## config.mk

```make
export PLATFORM = sky130hd
export DESIGN_NAME = uart_chan_regs
export DESIGN_NICKNAME = d
export VERILOG_FILES = /design/src/rtl/uart_chan_pkg.sv /design/src/rtl/uart_chan_decode.sv /design/src/rtl/uart_chan_cmd.sv /design/src/rtl/uart_chan_rxfifo.sv /design/src/rtl/uart_chan_regs.sv
export SDC_FILE = /design/constraint.sdc
export NUM_CORES = 1
export LEC_CHECK = 0
export ABC_AREA = 1
export BUFFER_PORTS_ARGS = -buffer_cell sky130_fd_sc_hd__buf_4
export CORE_UTILIZATION = 40
export CTS_CLUSTER_SIZE = 20
export DETAILED_ROUTE_END_ITERATION = 6
export GPL_TIMING_DRIVEN = 0
export PLACE_DENSITY_LB_ADDON = 0.05
export SYNTH_ARGS = -nofsm -noshare
export SYNTH_HDL_FRONTEND = slang
export SYNTH_HIERARCHICAL = 1
export SYNTH_SLANG_ARGS = --single-unit
```

## constraint.sdc

```tcl
create_clock -name clk -period 1.45 [get_ports clk]
set_input_delay 0.29 -clock clk [delete_from_list [all_inputs] [get_ports clk]]
set_output_delay 0.29 -clock clk [all_outputs]
set_load 0.02 [all_outputs]
```

## src/rtl/uart_chan_pkg.sv

```systemverilog
package uart_chan_pkg;

  localparam int REG_ADDR_W = 5;
  localparam int BYTE_W     = 8;
  localparam int MODE_REGS  = 2;

  // status bit positions
  localparam int ST_RXRDY = 0;
  localparam int ST_FULL  = 1;
  localparam int ST_TXRDY = 2;
  localparam int ST_TXEMT = 3;
  localparam int ST_BRK   = 7;

  // command codes in bits 7:4 of the command register
  localparam logic [3:0] CC_PTR_RST = 4'd1;
  localparam logic [3:0] CC_RX_RST  = 4'd2;
  localparam logic [3:0] CC_TX_RST  = 4'd3;
  localparam logic [3:0] CC_ERR_RST = 4'd4;
  localparam logic [3:0] CC_BRK_RST = 4'd5;

  typedef enum logic [1:0] {
    SEL_MODE = 2'd0,
    SEL_STAT = 2'd1,
    SEL_CMD  = 2'd2,
    SEL_HOLD = 2'd3
  } reg_sel_e;

  typedef struct packed {
    logic rx_on;
    logic rx_off;
    logic tx_on;
    logic tx_off;
    logic ptr_rst;
    logic rx_rst;
    logic tx_rst;
    logic err_rst;
    logic brk_rst;
  } cmd_act_t;

endpackage

```

## src/rtl/uart_chan_decode.sv

```systemverilog
module uart_chan_decode
  import uart_chan_pkg::*;
#(
  parameter int CHAN_SEL = 0
) (
  input  logic [REG_ADDR_W-1:0] addr,
  input  logic                  wr,
  input  logic                  rd,
  output logic                  hit,
  output reg_sel_e              sel,
  output logic                  mode_wr,
  output logic                  mode_rd,
  output logic                  cmd_wr,
  output logic                  hold_wr,
  output logic                  hold_rd
);

  localparam logic CSEL = 1'(CHAN_SEL);

  logic [REG_ADDR_W-1:0] off;

  // byte lanes sit at odd offsets: flip the low address bit
  assign off = addr ^ REG_ADDR_W'(1);
  assign hit = (off[4] == CSEL) && !off[3] && off[0];
  assign sel = reg_sel_e'(off[2:1]);

  assign mode_wr = hit && wr && (sel == SEL_MODE);
  assign mode_rd = hit && rd && (sel == SEL_MODE);
  assign cmd_wr  = hit && wr && (sel == SEL_CMD);
  assign hold_wr = hit && wr && (sel == SEL_HOLD);
  assign hold_rd = hit && rd && (sel == SEL_HOLD);

endmodule

```

## src/rtl/uart_chan_cmd.sv

```systemverilog
module uart_chan_cmd
  import uart_chan_pkg::*;
(
  input  logic              wr,
  input  logic [BYTE_W-1:0] wdata,
  output cmd_act_t          act
);

  always_comb begin
    act = '0;
    if (wr) begin
      act.rx_on  = wdata[0];
      act.rx_off = wdata[1];
      act.tx_on  = wdata[2];
      act.tx_off = wdata[3];
      case (wdata[7:4])
        CC_PTR_RST: act.ptr_rst = 1'b1;
        CC_RX_RST:  act.rx_rst  = 1'b1;
        CC_TX_RST:  act.tx_rst  = 1'b1;
        CC_ERR_RST: act.err_rst = 1'b1;
        CC_BRK_RST: act.brk_rst = 1'b1;
        default:    ;
      endcase
    end
  end

endmodule

```

## src/rtl/uart_chan_rxfifo.sv

```systemverilog
module uart_chan_rxfifo #(
  parameter int DEPTH = 3,
  parameter int WIDTH = 8,
  localparam int PTR_W = (DEPTH > 1) ? $clog2(DEPTH) : 1,
  localparam int CNT_W = $clog2(DEPTH + 1)
) (
  input  logic             clk,
  input  logic             rst_n,
  input  logic             push,
  input  logic [WIDTH-1:0] din,
  input  logic             pop,
  input  logic             flush,
  output logic [WIDTH-1:0] dout,
  output logic             full,
  output logic             empty
);

  logic [WIDTH-1:0] mem_q [DEPTH];
  logic [PTR_W-1:0] rd_q, rd_d, wr_q, wr_d;
  logic [CNT_W-1:0] cnt_q, cnt_d;
  logic             wr_ok, rd_ok;

  function automatic logic [PTR_W-1:0] ptr_inc(input logic [PTR_W-1:0] p);
    return (p == PTR_W'(DEPTH - 1)) ? '0 : p + 1'b1;
  endfunction

  assign full  = (cnt_q == CNT_W'(DEPTH));
  assign empty = (cnt_q == '0);
  assign wr_ok = push && !full && !flush;
  assign rd_ok = pop && !empty && !flush;
  assign dout  = mem_q[rd_q];

  always_comb begin
    rd_d  = rd_q;
    wr_d  = wr_q;
    cnt_d = cnt_q;
    if (flush) begin
      rd_d  = '0;
      wr_d  = '0;
      cnt_d = '0;
    end else begin
      if (wr_ok) wr_d = ptr_inc(wr_q);
      if (rd_ok) rd_d = ptr_inc(rd_q);
      case ({wr_ok, rd_ok})
        2'b10:   cnt_d = cnt_q + 1'b1;
        2'b01:   cnt_d = cnt_q - 1'b1;
        default: cnt_d = cnt_q;
      endcase
    end
  end

  always_ff @(posedge clk or negedge rst_n) begin
    if (!rst_n) begin
      rd_q  <= '0;
      wr_q  <= '0;
      cnt_q <= '0;
    end else begin
      rd_q  <= rd_d;
      wr_q  <= wr_d;
      cnt_q <= cnt_d;
    end
  end

  for (genvar g = 0; g < DEPTH; g++) begin : g_slot
    always_ff @(posedge clk or negedge rst_n) begin
      if (!rst_n) begin
        mem_q[g] <= '0;
      end else if (wr_ok && (wr_q == PTR_W'(g))) begin
        mem_q[g] <= din;
      end
    end
  end

endmodule

```

## src/rtl/uart_chan_regs.sv

```systemverilog
module uart_chan_regs
  import uart_chan_pkg::*;
#(
  parameter int CHAN_SEL = 0,
  parameter int RX_DEPTH = 3
) (
  input  logic                  clk,
  input  logic                  rst_n,
  input  logic [REG_ADDR_W-1:0] bus_addr,
  input  logic                  bus_wr,
  input  logic                  bus_rd,
  input  logic [BYTE_W-1:0]     bus_wdata,
  output logic [BYTE_W-1:0]     bus_rdata,
  input  logic                  rx_valid,
  input  logic [BYTE_W-1:0]     rx_data,
  input  logic                  rx_break,
  output logic                  tx_valid,
  output logic [BYTE_W-1:0]     tx_data,
  output logic                  irq_txrdy,
  output logic                  irq_rxrdy,
  output logic                  irq_brk
);

  localparam int MPTR_W = $clog2(MODE_REGS);

  logic        hit;
  reg_sel_e    sel;
  logic        mode_wr, mode_rd, cmd_wr, hold_wr, hold_rd;
  cmd_act_t    act;

  logic [BYTE_W-1:0] mr_q [MODE_REGS];
  logic [MPTR_W-1:0] ptr_q, ptr_d;
  logic              rx_en_q, rx_en_d;
  logic              tx_on_q, tx_on_d;
  logic              brk_q, brk_d;
  logic              ibrk_q, ibrk_d;
  logic              txv_q, txv_d;
  logic [BYTE_W-1:0] txd_q;

  logic              fifo_push, fifo_pop, fifo_full, fifo_empty;
  logic [BYTE_W-1:0] fifo_din, fifo_dout;
  logic [BYTE_W-1:0] status;

  uart_chan_decode #(.CHAN_SEL(CHAN_SEL)) u_dec (
    .addr    (bus_addr),
    .wr      (bus_wr),
    .rd      (bus_rd),
    .hit     (hit),
    .sel     (sel),
    .mode_wr (mode_wr),
    .mode_rd (mode_rd),
    .cmd_wr  (cmd_wr),
    .hold_wr (hold_wr),
    .hold_rd (hold_rd)
  );

  uart_chan_cmd u_cmd (
    .wr    (cmd_wr),
    .wdata (bus_wdata),
    .act   (act)
  );

  // a break delivers a NUL character through the normal receive path
  assign fifo_push = (rx_valid || rx_break) && rx_en_q;
  assign fifo_din  = rx_break ? '0 : rx_data;
  assign fifo_pop  = hold_rd;

  uart_chan_rxfifo #(.DEPTH(RX_DEPTH), .WIDTH(BYTE_W)) u_rxq (
    .clk   (clk),
    .rst_n (rst_n),
    .push  (fifo_push),
    .din   (fifo_din),
    .pop   (fifo_pop),
    .flush (act.rx_rst),
    .dout  (fifo_dout),
    .full  (fifo_full),
    .empty (fifo_empty)
  );

  always_comb begin
    status           = '0;
    status[ST_RXRDY] = !fifo_empty;
    status[ST_FULL]  = fifo_full;
    status[ST_TXRDY] = tx_on_q;
    status[ST_TXEMT] = tx_on_q;
    status[ST_BRK]   = brk_q;
  end

  always_comb begin
    rx_en_d = rx_en_q;
    if (act.rx_on)                 rx_en_d = 1'b1;
    if (act.rx_off || act.rx_rst)  rx_en_d = 1'b0;

    tx_on_d = tx_on_q;
    if (act.tx_on)                 tx_on_d = 1'b1;
    if (act.tx_off || act.tx_rst)  tx_on_d = 1'b0;

    ptr_d = ptr_q;
    if (mode_wr || mode_rd)        ptr_d = MPTR_W'(MODE_REGS - 1);
    if (act.ptr_rst)               ptr_d = '0;

    brk_d = brk_q;
    if (rx_break)                  brk_d = 1'b1;
    if (fifo_pop && !fifo_empty && brk_q) brk_d = 1'b0;
    if (act.err_rst)               brk_d = 1'b0;

    ibrk_d = ibrk_q;
    if (fifo_pop && !fifo_empty && brk_q) ibrk_d = 1'b1;
    if (act.brk_rst)               ibrk_d = 1'b0;

    txv_d = hold_wr && tx_on_q;
  end

  always_ff @(posedge clk or negedge rst_n) begin
    if (!rst_n) begin
      rx_en_q <= 1'b0;
      tx_on_q <= 1'b0;
      ptr_q   <= '0;
      brk_q   <= 1'b0;
      ibrk_q  <= 1'b0;
      txv_q   <= 1'b0;
    end else begin
      rx_en_q <= rx_en_d;
      tx_on_q <= tx_on_d;
      ptr_q   <= ptr_d;
      brk_q   <= brk_d;
      ibrk_q  <= ibrk_d;
      txv_q   <= txv_d;
    end
  end

  always_ff @(posedge clk or negedge rst_n) begin
    if (!rst_n) begin
      txd_q <= '0;
    end else if (txv_d) begin
      txd_q <= bus_wdata;
    end
  end

  for (genvar m = 0; m < MODE_REGS; m++) begin : g_mode
    always_ff @(posedge clk or negedge rst_n) begin
      if (!rst_n) begin
        mr_q[m] <= '0;
      end else if (mode_wr && (ptr_q == MPTR_W'(m))) begin
        mr_q[m] <= bus_wdata;
      end
    end
  end

  always_comb begin
    bus_rdata = '0;
    if (hit && bus_rd) begin
      case (sel)
        SEL_MODE: bus_rdata = mr_q[ptr_q];
        SEL_STAT: bus_rdata = status;
        SEL_HOLD: bus_rdata = fifo_dout;
        default:  bus_rdata = '0;
      endcase
    end
  end

  assign tx_valid  = txv_q;
  assign tx_data   = txd_q;
  assign irq_txrdy = tx_on_q;
  assign irq_rxrdy = !fifo_empty;
  assign irq_brk   = ibrk_q;

endmodule

```

* After elaboration in Yosys (flattened, before gate mapping) *
Index checks and enable logic that the tools add are counted.

storage, ports and cells
  flip-flop bits (word level) = 60
  bits in latches = 0
  memory bits (writable) = 0
  ROM bits = 0
  output and inout bits = 20
  memories kept = 0

operators by class
  $add $sub $neg = 4
  $mul = 0
  div/mod/pow operators = 0
  magnitude comparators = 2
  equal/unequal tests = 14
  shift-type cells = 0
  muxes and demuxes = 34
  bitwise logic cells = 5
  reductions and logical operators = 40

operators by type and width
  cell                   number
  $mux W8                7
  $pmux W8 S3            1
  $logic_and A1 B1 Y1    21
  $bmux W8 S2            1
  $mux W1                16
  $mux W2                7
  $eq A2 B2 Y1 const B   6
  $reduce_bool A2 Y1     6
  $mux W9                1
  $eq A4 B2 Y1 const B   2
  $eq A4 B3 Y1 const B   2
  $add A2 B1 Y2 const B  3
  $eq A2 B1 Y1 const B   3
  $logic_not A2 Y1       3
  $reduce_bool A3 Y1     2
  $eq A4 B1 Y1 const B   1
  $logic_not A1 Y1       4
  $logic_or A1 B1 Y1     4
  $pmux W2 S2            1
  $ge A3 B3 Y1 const B   1
  $not A1 Y1             3
  $not A2 Y3             1
  $ge A2 B2 Y1 const B   1
  $not A1 Y2             1
  $sub A2 B1 Y2 const B  1

* Depth between registers and ports, before layout *
Gate-level depths: netlist of run 1.

  depth after elaboration = 11
  depth in mapped cells = 11
  mapped depth without buffers = 11

* By module *
Netlist of run 1, hierarchy kept.

modules (own cells, without submodules)
  module            instances  cells an instance  area each (um^2)  sequential area each (um^2)
  uart_chan_regs    1          199                1525.2            750.7
  uart_chan_rxfifo  1          169                1430.1            750.7
  uart_chan_cmd     1          23                 93.8              0.0
  uart_chan_decode  1          16                 73.8              0.0

* Worst setup path after synthesis of run 1 *
OpenSTA, ideal clock, no wires.

  kind = input-to-reg
  from = in bus_addr[3]
  to = reg u_rxq.cnt_q[0]
  arrival = 1.798 ns
  setup slack = -0.474 ns
  cell stages on the path = 10
  cells stage by stage = nor2_1 > nand3_1 > nor2_1 > nand3_2 > nor2_1 > inv_1 > nand3_1 > nand2_1 > nand3_1 > o21ai_0

RTL lines
  element               RTL line                text
  from (decl)           uart_chan_regs.sv:9     input logic [REG_ADDR_W-1:0] bus_addr,
  to (signal assigned)  uart_chan_rxfifo.sv:60  cnt_q <= cnt_d;
  to (decl)             uart_chan_rxfifo.sv:20  logic [CNT_W-1:0] cnt_q, cnt_d;

* Final worst setup path of run 1 *
  from = reg u_rxq.rd_q[0]
  to = out bus_rdata[3]

on the way
  cells in the longest elaborated chain, start to end = 6

ends and longest elaborated chain
  element                                      RTL line                text
  from (decl)                                  uart_chan_rxfifo.sv:19  logic [PTR_W-1:0] rd_q, rd_d, wr_q, wr_d;
  from (signal assigned)                       uart_chan_rxfifo.sv:58  rd_q <= rd_d;
  $not A2 Y3 (implied by the code)             uart_chan_rxfifo.sv:31  assign dout = mem_q[rd_q];
  $bmux W8 S2                                  uart_chan_rxfifo.sv:31
  $mux W8 (implied by the code) (2 in series)  uart_chan_rxfifo.sv:31
  net fifo_dout[3]                             uart_chan_regs.sv:41    logic [BYTE_W-1:0] fifo_din, fifo_dout;
  $pmux W8 S3                                  uart_chan_regs.sv:153   case (sel)
  $mux W8                                      uart_chan_regs.sv:152   if (hit && bus_rd) begin
  to (decl)                                    uart_chan_regs.sv:13    output logic [BYTE_W-1:0] bus_rdata,

The timed path passes the listed nets, and every way through them passes these cells. The select of a mux whose other input is x is not followed.

==> results of run 1 <==
==> cell families (layout without fill, tap and decap cells) <==
kind of cell           Yosys count  count (layout)
AOI/OAI and AO/OA               63              63
buffers and inverters           85             170
DFF                             60              60
and+or+nand+nor                199             199
==> area by class of cell <==
type	instances	area, um^2	area share [%]
clock buffer	10	128	2.98
sequential	60	1500	35.1
timing repair buffer	69	579	13.5
clock inverter	6	55.1	1.28
buffer	12	123	2.86
tap	99	124	2.89
inverter	73	282	6.57
multi-input combinational	262	1490	34.9
==> per-stage QoR <==
step | setup TNS, ns | setup slack (ns) | cell area [um^2] | power (W) | util [%]
2_1_floorplan | -0.421 | -0.0406 | 3200 | 0.00357 | -
3_3_place_gp | -13.34 | -0.397 | 3670 | 0.00405 | 49.5
3_5_place_dp | -13.87 | -0.400 | 3670 | 0.00409 | 49.5
4_1_cts | -4.78 | -0.609 | 4060 | 0.00591 | 54.8
5_1_grt | -5.86 | -0.705 | 4290 | 0.00647 | 57.9
6_report | -4.75 | -0.615 | 4290 | 0.00608 | 57.9
==> final timing paths <==
kind,from,end,slack (ns),cells past startpoint
max,u_rxq/rd_q[0]$_DFFE_PN0P_,bus_rdata[3],-0.62,8
min,rst_n,u_rxq/rd_q[1]$_DFFE_PN0P_,0.02,1
max reg2reg,rx_en_q$_DFFE_PN0P_,u_rxq/mem_q[2]$_DFFE_PN0P_,0.07,7
min reg2reg,u_rxq/mem_q[18]$_DFFE_PN0P_,u_rxq/mem_q[18]$_DFFE_PN0P_,0.49,2
max in group asynchronous,rst_n,u_rxq/mem_q[4]$_DFFE_PN0P_,0.89,1
min in group clk,bus_wdata[1],rx_en_q$_DFFE_PN0P_,0.21,4
==> power groups by stage <==
stage                     clock network [W]  registers (W)  logic [W]
after floorplan                           0        0.00245    0.00112
after global placement                    0        0.00248    0.00157
after detailed placement                  0        0.00249    0.00160
after CTS                           0.00149        0.00249    0.00193
after global routing                0.00156        0.00258    0.00233
final                               0.00145        0.00251    0.00212
==> metal layers <==
metal  routed length (um)  global-route usage (%)  up-vias
met3                  290                    4.55        9
met5                    0                       0        -
met1                 4280                    31.0     1277
met2                 3560                    31.4       55
met4                   87                    6.18        0
li1                     -                       -     1423
==> flip-flops by register name, indices dropped and copies added, names as in the netlist <==
| name | flops |
|---|---|
| brk_q | 1 |
| irq_brk | 1 |
| irq_txrdy | 1 |
| mr_q | 16 |
| ptr_q | 1 |
| rx_en_q | 1 |
| tx_data | 8 |
| tx_valid | 1 |
| u_rxq/cnt_q | 2 |
| u_rxq/mem_q | 24 |
| u_rxq/rd_q | 2 |
| u_rxq/wr_q | 2 |
==> cell usage after synthesis (3+ instances only) <==
master,number
a21oi_1,9
buf_6,8
dfrtp_1,60
inv_1,70
inv_2,3
nand2_1,112
nand2_2,5
nand3_1,35
nor2_1,31
nor3_1,3
o21ai_0,18
o21ai_1,30
o21ai_2,4
==> layout by cell type (no fill, tap or decap), types with 2 or more instances in the layout <==
| cell | netlist | layout |
|---|---|---|
| nand3_1 | 35 | 20 |
| nand2_1 | 112 | 93 |
| buf_8 | 0 | 2 |
| clkbuf_8 | 0 | 9 |
| buf_6 | 8 | 19 |
| or2_2 | 2 | 2 |
| nor3_1 | 3 | 3 |
| nand2_2 | 5 | 19 |
| nor2_2 | 1 | 3 |
| clkinv_2 | 0 | 5 |
| nand2_4 | 1 | 6 |
| nand3_4 | 2 | 4 |
| o21ai_1 | 30 | 31 |
| or2_1 | 2 | 2 |
| o21ai_0 | 18 | 11 |
| nand3_2 | 1 | 14 |
| nor2_1 | 31 | 24 |
| nor2_4 | 2 | 7 |
| inv_2 | 3 | 8 |
| inv_1 | 70 | 63 |
| a21oi_2 | 0 | 6 |
| a21oi_1 | 9 | 2 |
| dfrtp_1 | 60 | 59 |
| buf_4 | 2 | 57 |
| buf_2 | 2 | 2 |
| o21ai_2 | 4 | 10 |
==> what timing repair did <==
item	in CTS	in global routing
endpoints found under the setup margin	33	37
pin swaps	33	28
gates cloned	1	0
hold endpoints to repair	0	0
gates resized for setup	39	37
buffers inserted	12	11
==> metrics.txt, run 1 <==
outcome complete, but fails checks; violated checks setup timing; RSZ-0062 raised after global routing yes; initial antenna violation count 0; Final Max Tran Viols 0; Post-Route WL 8220 um; Worst-path clk slew 0.07 ns; clock buffer count from CTS 9; Synth Flop Type dfrtp_1; largest area contributor in the netlist dfrtp_1; crit-path cells nor2_4, nand2_1, nand3_2, nand3_2, nand2_2, inv_2, a21oi_2, buf_6; Fin Hold WS 0.0161 ns; Avg Synthesized Cell Area 7.67 um^2; CTS Hold Buffers Added 0; Worst path most repeated cell nand3_2; core area 7410 um^2; DR vias/cell 4.68; post-synth cell types 26; DRT iter0 DRCs 139; Die Area 8160 um^2; switching share of total power 36.1%; Net Sw Power 0.00219 W; Worst VDD drop 0.000655 V; Period Utilization, post-route 142%; post-synthesis compound-gate area fraction 10.7%; fin nets 514; H-Tree Depth 3; Worst Tran Pin Value 0.788 ns; Hold Violations, Final 0; Max Buffers Root-to-Sink 2; yosys synthesis warning count 6; number of global-route vias before repair 2677; CP bufs+invs 2; min setup slack post-route -0.615 ns; GRT overflow 0; I/O pins 47; min-delay worst type primary input to asynchronous set/reset pin; vias 2764; Int Power 0.00389 W; Gate power share 34.9%; Detailed Place HPWL 5550 um; # fillers 710; # clock sinks 60; final cell count without fillers 591; drt pass-1 iters 4; final setup fails 8; largest family of logic cells by synthesized area simple AND/OR/NAND/NOR gates; cell family with most CP delay simple AND/OR/NAND/NOR gates; synth top area cells dfrtp_1, nand2_1, inv_1; Leak 2.19 nW; Startpoint Class flop; Worst EP required 1.16 ns; Critical-path top delay cell dfrtp_2; Post-synth EDFFs 0; Rel. slew slack 47.5%; Placed Cells 551; xor and xnor area share after synthesis 0%; WS Path Type flop to primary output; ys async rst share 100%; Flop pwr share 41.2%; post-synthesis simple-gate area fraction 28.7%; die height 90.4 um; CTS tree built; GR Util All Layers 21.2%; ANT nets after route 0; critical path peak fanout 8; Syn Inst Count 407; fraction of layout cells with a size suffix above 1 36.6%; Fin Clk Skew 0.00968 ns; global-route wire length before repair 13400 um; Critical Path AT 1.78 ns; Remaining DRCs 0; Ant. Diodes 0; Initial Util 42.2%; Skew-Pair Late Insertion Delay 0.34 ns; Placer Congestion 0.745; Clock power frac 23.9%; Synth Area in Adders 0%; area of the mapped netlist 3120 um^2; root buffer cell clkbuf_8; Max Fclk 484 MHz; register bit count reported by yosys 60; top cell type's share of synthesized area 48.1%; post-DR wirelength/cell 13.9 um; P&R area growth vs syn 37.3%; IO Port Bufs 45; synthesized net count 434; Tmin final 2.07 ns; FP Rows 31; peak per-stage delay on the critical path 0.47 ns; CP endpoint kind primary output; Pwr Density 1420 nW/um^2; register area share after synthesis 48.1%; largest net degree at the start of global routing 61; max_cap viols 0; multiplexer share of the synthesized area 0%; die width 90.4 um
Note: power is estimated with default switching activity, not from simulation.
==> run 2, diff against run 1 <==
- REMOVE_ABC_BUFFERS: not set -> 1
==> run 2 against run 1 <==
Effect of this change: the run still ends with setup timing left; final cell count fell by 1.7%; power fell by 4.3%; critical path type unchanged; critical endpoint is now bus_rdata[5]; combinational power fell by 6%; via count fell by 0.72%; clock skew fell by 0.0023 ns; global-route usage fell by 1.3 points; worst hold slack improved by 0.0011 ns; clock power fell by 10%.
==> metrics.txt, run 2 (synthesis gave the netlist of run 1 again) <==
root buffer cell clkbuf_8 (unchanged); commonest non-fill, non-tap cell in the layout nand2_1 (unchanged); critical path peak fanout 7 (was 8); Initial Util 42.2% (unchanged); Startpoint Class flop (unchanged); Worst VDD drop 0.000676 V (was 0.000655 V); Max Fclk 507 MHz (was 484 MHz); register area 1510 um^2 (was 1500 um^2); IO Port Bufs 46 (was 45); CTS tree built (unchanged); Tmin final 1.97 ns (was 2.07 ns); origin of the critical flop-to-flop path u_rxq/cnt_q[0]$_DFFE_PN0P_ (was rx_en_q$_DFFE_PN0P_); Critical Path AT 1.68 ns (was 1.78 ns); Final Max Tran Viols 0 (unchanged); Post-Route WL 7660 um (was 8220 um); fin nets 504 (was 514); Period Utilization, post-route 136% (was 142%); FP Rows 31 (unchanged); Largest register FFs 24 (unchanged); outcome complete, but fails checks (unchanged); RSZ-0062 raised after global routing yes (unchanged); vias 2744 (was 2764); fraction of layout cells with a size suffix above 1 30.3% (was 36.6%); WS Path Type flop to primary output (unchanged); Worst Tran Pin Value 0.770 ns (was 0.788 ns); P&R area growth vs syn 30.1% (was 37.3%); Worst-path clk slew 0.07 ns (about the same); core area 7410 um^2 (unchanged); initial antenna violation count 0 (unchanged); Multi-input gate area 1450 um^2 (was 1490 um^2); drt pass-1 iters 4 (unchanged); CTS Hold Buffers Added 0 (unchanged); Detailed Place HPWL 4770 um (was 5550 um); clock buffer count from CTS 9 (unchanged); post-DR wirelength/cell 13.2 um (was 13.9 um); Pwr Density 1430 nW/um^2 (was 1420 nW/um^2); I/O pins 47 (unchanged); violated checks setup timing (unchanged); # clock sinks 60 (unchanged); DR vias/cell 4.72 (was 4.68); Remaining DRCs 0 (unchanged); final setup fails 8 (unchanged); H-Tree Depth 3 (unchanged); die width 90.4 um (unchanged); number of global-route vias before repair 2610 (was 2677); final setup TNS -4.00 ns (was -4.75 ns); min setup slack post-route -0.522 ns (was -0.615 ns); Die Area 8160 um^2 (unchanged); Hold Violations, Final 0 (unchanged); Max Buffers Root-to-Sink 2 (unchanged); largest net degree at the start of global routing 61 (unchanged); fin util 54.8% (was 57.9%); max_cap viols 0 (unchanged); CP endpoint kind primary output (unchanged); global-route wire length before repair 12600 um (was 13400 um); reg2reg path depth 6 (was 7); min-delay worst type primary input to asynchronous set/reset pin (unchanged); Worst EP required 1.16 ns (about the same); GRT overflow 0 (unchanged); Skew-Pair Late Insertion Delay 0.34 ns (about the same); DRT iter0 DRCs 121 (was 139); ANT nets after route 0 (unchanged); die height 90.4 um (unchanged); Placer Congestion 0.749 (was 0.745); Ant. Diodes 0 (unchanged); Reg with most FFs u_rxq/mem_q (unchanged); Rel. slew slack 48.7% (was 47.5%); GR Util All Layers 19.8% (was 21.2%); # fillers 703 (was 710); Leak 2.04 nW (was 2.19 nW); R2R Setup Slk 0.10 ns (was 0.07 ns); most frequent cells in the layout nand2_1, inv_1, buf_4 (was nand2_1, inv_1, dfrtp_1); capture point of the worst reg-to-reg path u_rxq/mem_q[3]$_DFFE_PN0P_ (was u_rxq/mem_q[2]$_DFFE_PN0P_); Fin Clk Skew 0.00742 ns (was 0.00968 ns)
run 2: metrics by stage:
| step | worst slack (ns) | power [W] | instances | hold WS, ns | cell area (um^2) |
|---|---|---|---|---|---|
| floorplan | -0.474 | 0.00348 | 395 | -0.00559 | 3010 |
| finish | -0.522 | 0.00582 | 581 | 0.0172 | 4060 |
| CTS | -0.568 | 0.00562 | 572 | 0.0568 | 3890 |
| detailed placement | -1.28 | 0.00396 | 540 | 0.424 | 3480 |
| global route | -0.633 | 0.00622 | 581 | 0.0909 | 4060 |
| global placement | -1.25 | 0.00393 | 540 | 0.428 | 3480 |
run 2: routing by layer:
metal	GRT usage [%]	vias up	routed length (um)
met3	2.95	10	225
met1	24.4	1270	3310
met4	8.47	0	127
met2	34.6	49	3990
met5	0	-	0
li1	-	1415	-
run 2: worst max-delay path by stage:
stage	start	to	slack, ns
4_1_cts	u_rxq/rd_q[1]$_DFFE_PN0P_	bus_rdata[5]	-0.57
2_1_floorplan	bus_addr[3]	u_rxq/cnt_q[0]$_DFFE_PN0P_	-0.47
5_1_grt	u_rxq/rd_q[0]$_DFFE_PN0P_	bus_rdata[5]	-0.63
3_5_place_dp	bus_addr[3]	u_rxq/cnt_q[0]$_DFFE_PN0P_	-1.28
6_report	u_rxq/rd_q[0]$_DFFE_PN0P_	bus_rdata[5]	-0.52
3_3_place_gp	bus_addr[3]	u_rxq/cnt_q[0]$_DFFE_PN0P_	-1.25
run 2: critical path, cell delays in order (launching register included):
cell and delay, ns:
dfrtp_2 0.47, nor2_4 0.22, buf_4 0.16, nand2_1 0.04, nand3_1 0.09, nand2_1 0.06
a21oi_1 0.14, buf_4 0.17
run 2: layout make-up:
| cell class | instances | area share [%] |
|---|---|---|
| repair buffers | 67 | 13.3 |
| clock inverters | 2 | 0.246 |
| inverters | 73 | 6.81 |
| flip-flops and latches | 60 | 37.0 |
| clock buffers | 14 | 3.76 |
| multi-input cells | 266 | 35.8 |
| well taps | 99 | 3.05 |
run 2: repair_timing:
action / in CTS / in global routing
setup buffers: 14 / 7
hold endpoints to repair: 0 / 0
pin swaps: 20 / 22
gates cloned: 2 / 3
gates resized for setup: 33 / 31
endpoints found under the setup margin: 40 / 37
run 2: where the power goes:
group / switching (W) / internal [W] / leakage [nW]
Combinational: 0.00113 / 0.000858 / 1.18
Sequential: 0.000358 / 0.00217 / 0.771
Clock: 0.000635 / 0.000664 / 0.0844
Total: 0.00213 / 0.00369 / 2.04
==> run 3, diff against run 2 <==
- CTS_BUF_LIST: not set -> sky130_fd_sc_hd__clkbuf_4
==> run 3 against run 2 <==
Effect of this change: the flow still finishes with violations (setup timing); global-route usage decreased by 0.95 points; clock skew increased by 0.0037 ns; power decreased by 6.2%; via count about the same; wire length decreased by 0.12%; fmax decreased by 3.4%; combinational power decreased by 3%; highest routed layer unchanged; clock-buffer cell count decreased by 1; die area unchanged.
==> metrics.txt, run 3 (synthesis gave the netlist of run 1 again) <==
outcome complete, but fails checks (unchanged); violated checks setup timing (unchanged); Critical-path top delay cell dfrtp_2 (unchanged); die height 90.4 um (unchanged); final setup fails 9 (was 8); crit-path cells inv_2, nor2_4, nand2_1, nand3_1, nand3_1, nand2_1, inv_1, a21oi_2, buf_4 (was nor2_4, buf_4, nand2_1, nand3_1, nand2_1, a21oi_1, buf_4); ANT nets after route 0 (unchanged); Leak 2.02 nW (was 2.04 nW); Initial Util 42.2% (unchanged); min setup slack post-route -0.592 ns (was -0.522 ns); register area 1500 um^2 (was 1510 um^2); global-route wire length before repair 12000 um (was 12600 um); Max Fclk 490 MHz (was 507 MHz); H-Tree Depth 3 (unchanged); Startpoint Class flop (unchanged); DR vias/cell 4.73 (was 4.72); Max Buffers Root-to-Sink 2 (unchanged); vias 2746 (was 2744); die width 90.4 um (unchanged); IO Port Bufs 46 (unchanged); post-DR wirelength/cell 13.2 um (about the same); CP endpoint kind primary output (unchanged); peak per-stage delay on the critical path 0.42 ns (was 0.47 ns); max_cap viols 0 (unchanged); RSZ-0062 raised after global routing yes (unchanged); Final Max Tran Viols 0 (unchanged); Placer Congestion 0.749 (unchanged); Skew-Pair Late Insertion Delay 0.38 ns (was 0.34 ns); root buffer cell clkbuf_4 (was clkbuf_8); drt pass-1 iters 5 (was 4); commonest non-fill, non-tap cell in the layout nand2_1 (unchanged); DRT iter0 DRCs 144 (was 121); Pwr Density 1380 nW/um^2 (was 1430 nW/um^2); I/O pins 47 (unchanged); Detailed Place HPWL 4770 um (unchanged); # clock sinks 60 (unchanged); # fillers 729 (was 703); Hold Violations, Final 0 (unchanged); Critical Path AT 1.75 ns (was 1.68 ns); Remaining DRCs 0 (unchanged); Multi-input gate area 1400 um^2 (was 1450 um^2); most frequent cells in the layout nand2_1, inv_1, buf_4 (unchanged); Fin Hold WS 0.141 ns (was 0.0172 ns); min-delay worst type primary input to flop (was primary input to asynchronous set/reset pin); GRT overflow 0 (unchanged); Die Area 8160 um^2 (unchanged); number of global-route vias before repair 2533 (was 2610); total power 0.00545 W (was 0.00582 W); Worst VDD drop 0.000739 V (was 0.000676 V); clock buffer count from CTS 9 (unchanged); Fin Clk Skew 0.0111 ns (was 0.00742 ns); P&R area growth vs syn 26.5% (was 30.1%); largest net degree at the start of global routing 61 (unchanged); Tmin final 2.04 ns (was 1.97 ns); CTS tree built (unchanged); Ant. Diodes 0 (unchanged); GR Util All Layers 18.9% (was 19.8%); fin nets 503 (was 504); Worst Tran Pin Value 0.764 ns (was 0.770 ns); Post-Route WL 7650 um (was 7660 um); FP Rows 31 (unchanged); critical path peak fanout 7 (unchanged); Rel. slew slack 49.1% (was 48.7%); Worst-path clk slew 0.09 ns (was 0.07 ns); Period Utilization, post-route 141% (was 136%); initial antenna violation count 0 (unchanged); Largest register FFs 24 (unchanged); fraction of layout cells with a size suffix above 1 29.5% (was 30.3%); Reg with most FFs u_rxq/mem_q (unchanged); Worst EP required 1.16 ns (about the same); WS Path Type flop to primary output (unchanged); core area 7410 um^2 (unchanged)
[run 3: changes by cell type in the layout (fill, tap and decap cells not counted), sizes merged]
cell,previous run,this run
clkbuf,14,13
clkinv,2,3
dlygate4sd3,0,1
nand3,42,40
[run 3: layout make-up]
type                    count  area share [%]
multi-input cells         264            35.4
clock inverters             3           0.348
clock buffers              13            2.47
inverters                  73            7.00
well taps                  99            3.14
repair buffers             68            13.6
flip-flops and latches     60            38.1
[run 3: metrics by stage]
step | utilization (%) | TNS (ns) | setup slack, ns | instances | instance area, um^2
after floorplan | - | -9.28 | -0.474 | 395 | 3010
after global placement | 46.9 | -35.35 | -1.25 | 540 | 3480
after detailed placement | 46.9 | -36.40 | -1.28 | 540 | 3480
after CTS | 51.3 | -4.94 | -0.643 | 572 | 3800
after global routing | 53.3 | -6.24 | -0.727 | 580 | 3950
final | 53.3 | -4.48 | -0.592 | 580 | 3950
[run 3: per-layer routing]
layer  GRT usage [%]  vias to the layer above  share of wire, %
li1                -                     1402                 -
met1            23.8                     1278                45
met2            32.3                       60                50
met3            3.70                        6               3.3
met4            6.45                        0              0.86
met5               0                        -                 0
[run 3: what timing repair did]
action,4_1_cts,5_1_grt
pin swaps,12,19
hold endpoints to repair,24,0
buffers inserted,15,5
resized for setup,27,34
setup endpoints to repair,40,36
hold buffers,1,0
gates cloned,0,3
[run 3: power by group]
group	internal (W)	switching (W)
logic	0.000841	0.00109
clock network	0.000421	0.000589
registers	0.00216	0.000352
total	0.00342	0.00203
[run 3: critical path, delay by kind of cell (launching register included)]
kind / cells / cell delay [ns]
buf+inv: 3 / 0.28
flops: 1 / 0.42
simple gates: 5 / 0.51
compound gates: 1 / 0.17
[run 3: worst paths after layout]
check | to | cells after the start | slack [ns] | start
setup / recovery | bus_rdata[7] | 9 | -0.59 | u_rxq/rd_q[1]$_DFFE_PN0P_
min in group asynchronous | tx_valid$_DFF_PN0_ | 2 | 0.52 | rst_n
max in group asynchronous | u_rxq/rd_q[1]$_DFFE_PN0P_ | 2 | 0.38 | rst_n
hold reg to reg | mr_q[12]$_DFFE_PN0P_ | 2 | 0.49 | mr_q[12]$_DFFE_PN0P_
hold / removal | irq_txrdy$_DFFE_PN0P_ | 4 | 0.14 | bus_wdata[3]
setup reg to reg | u_rxq/mem_q[4]$_DFFE_PN0P_ | 7 | 0.05 | u_rxq/cnt_q[0]$_DFFE_PN0P_
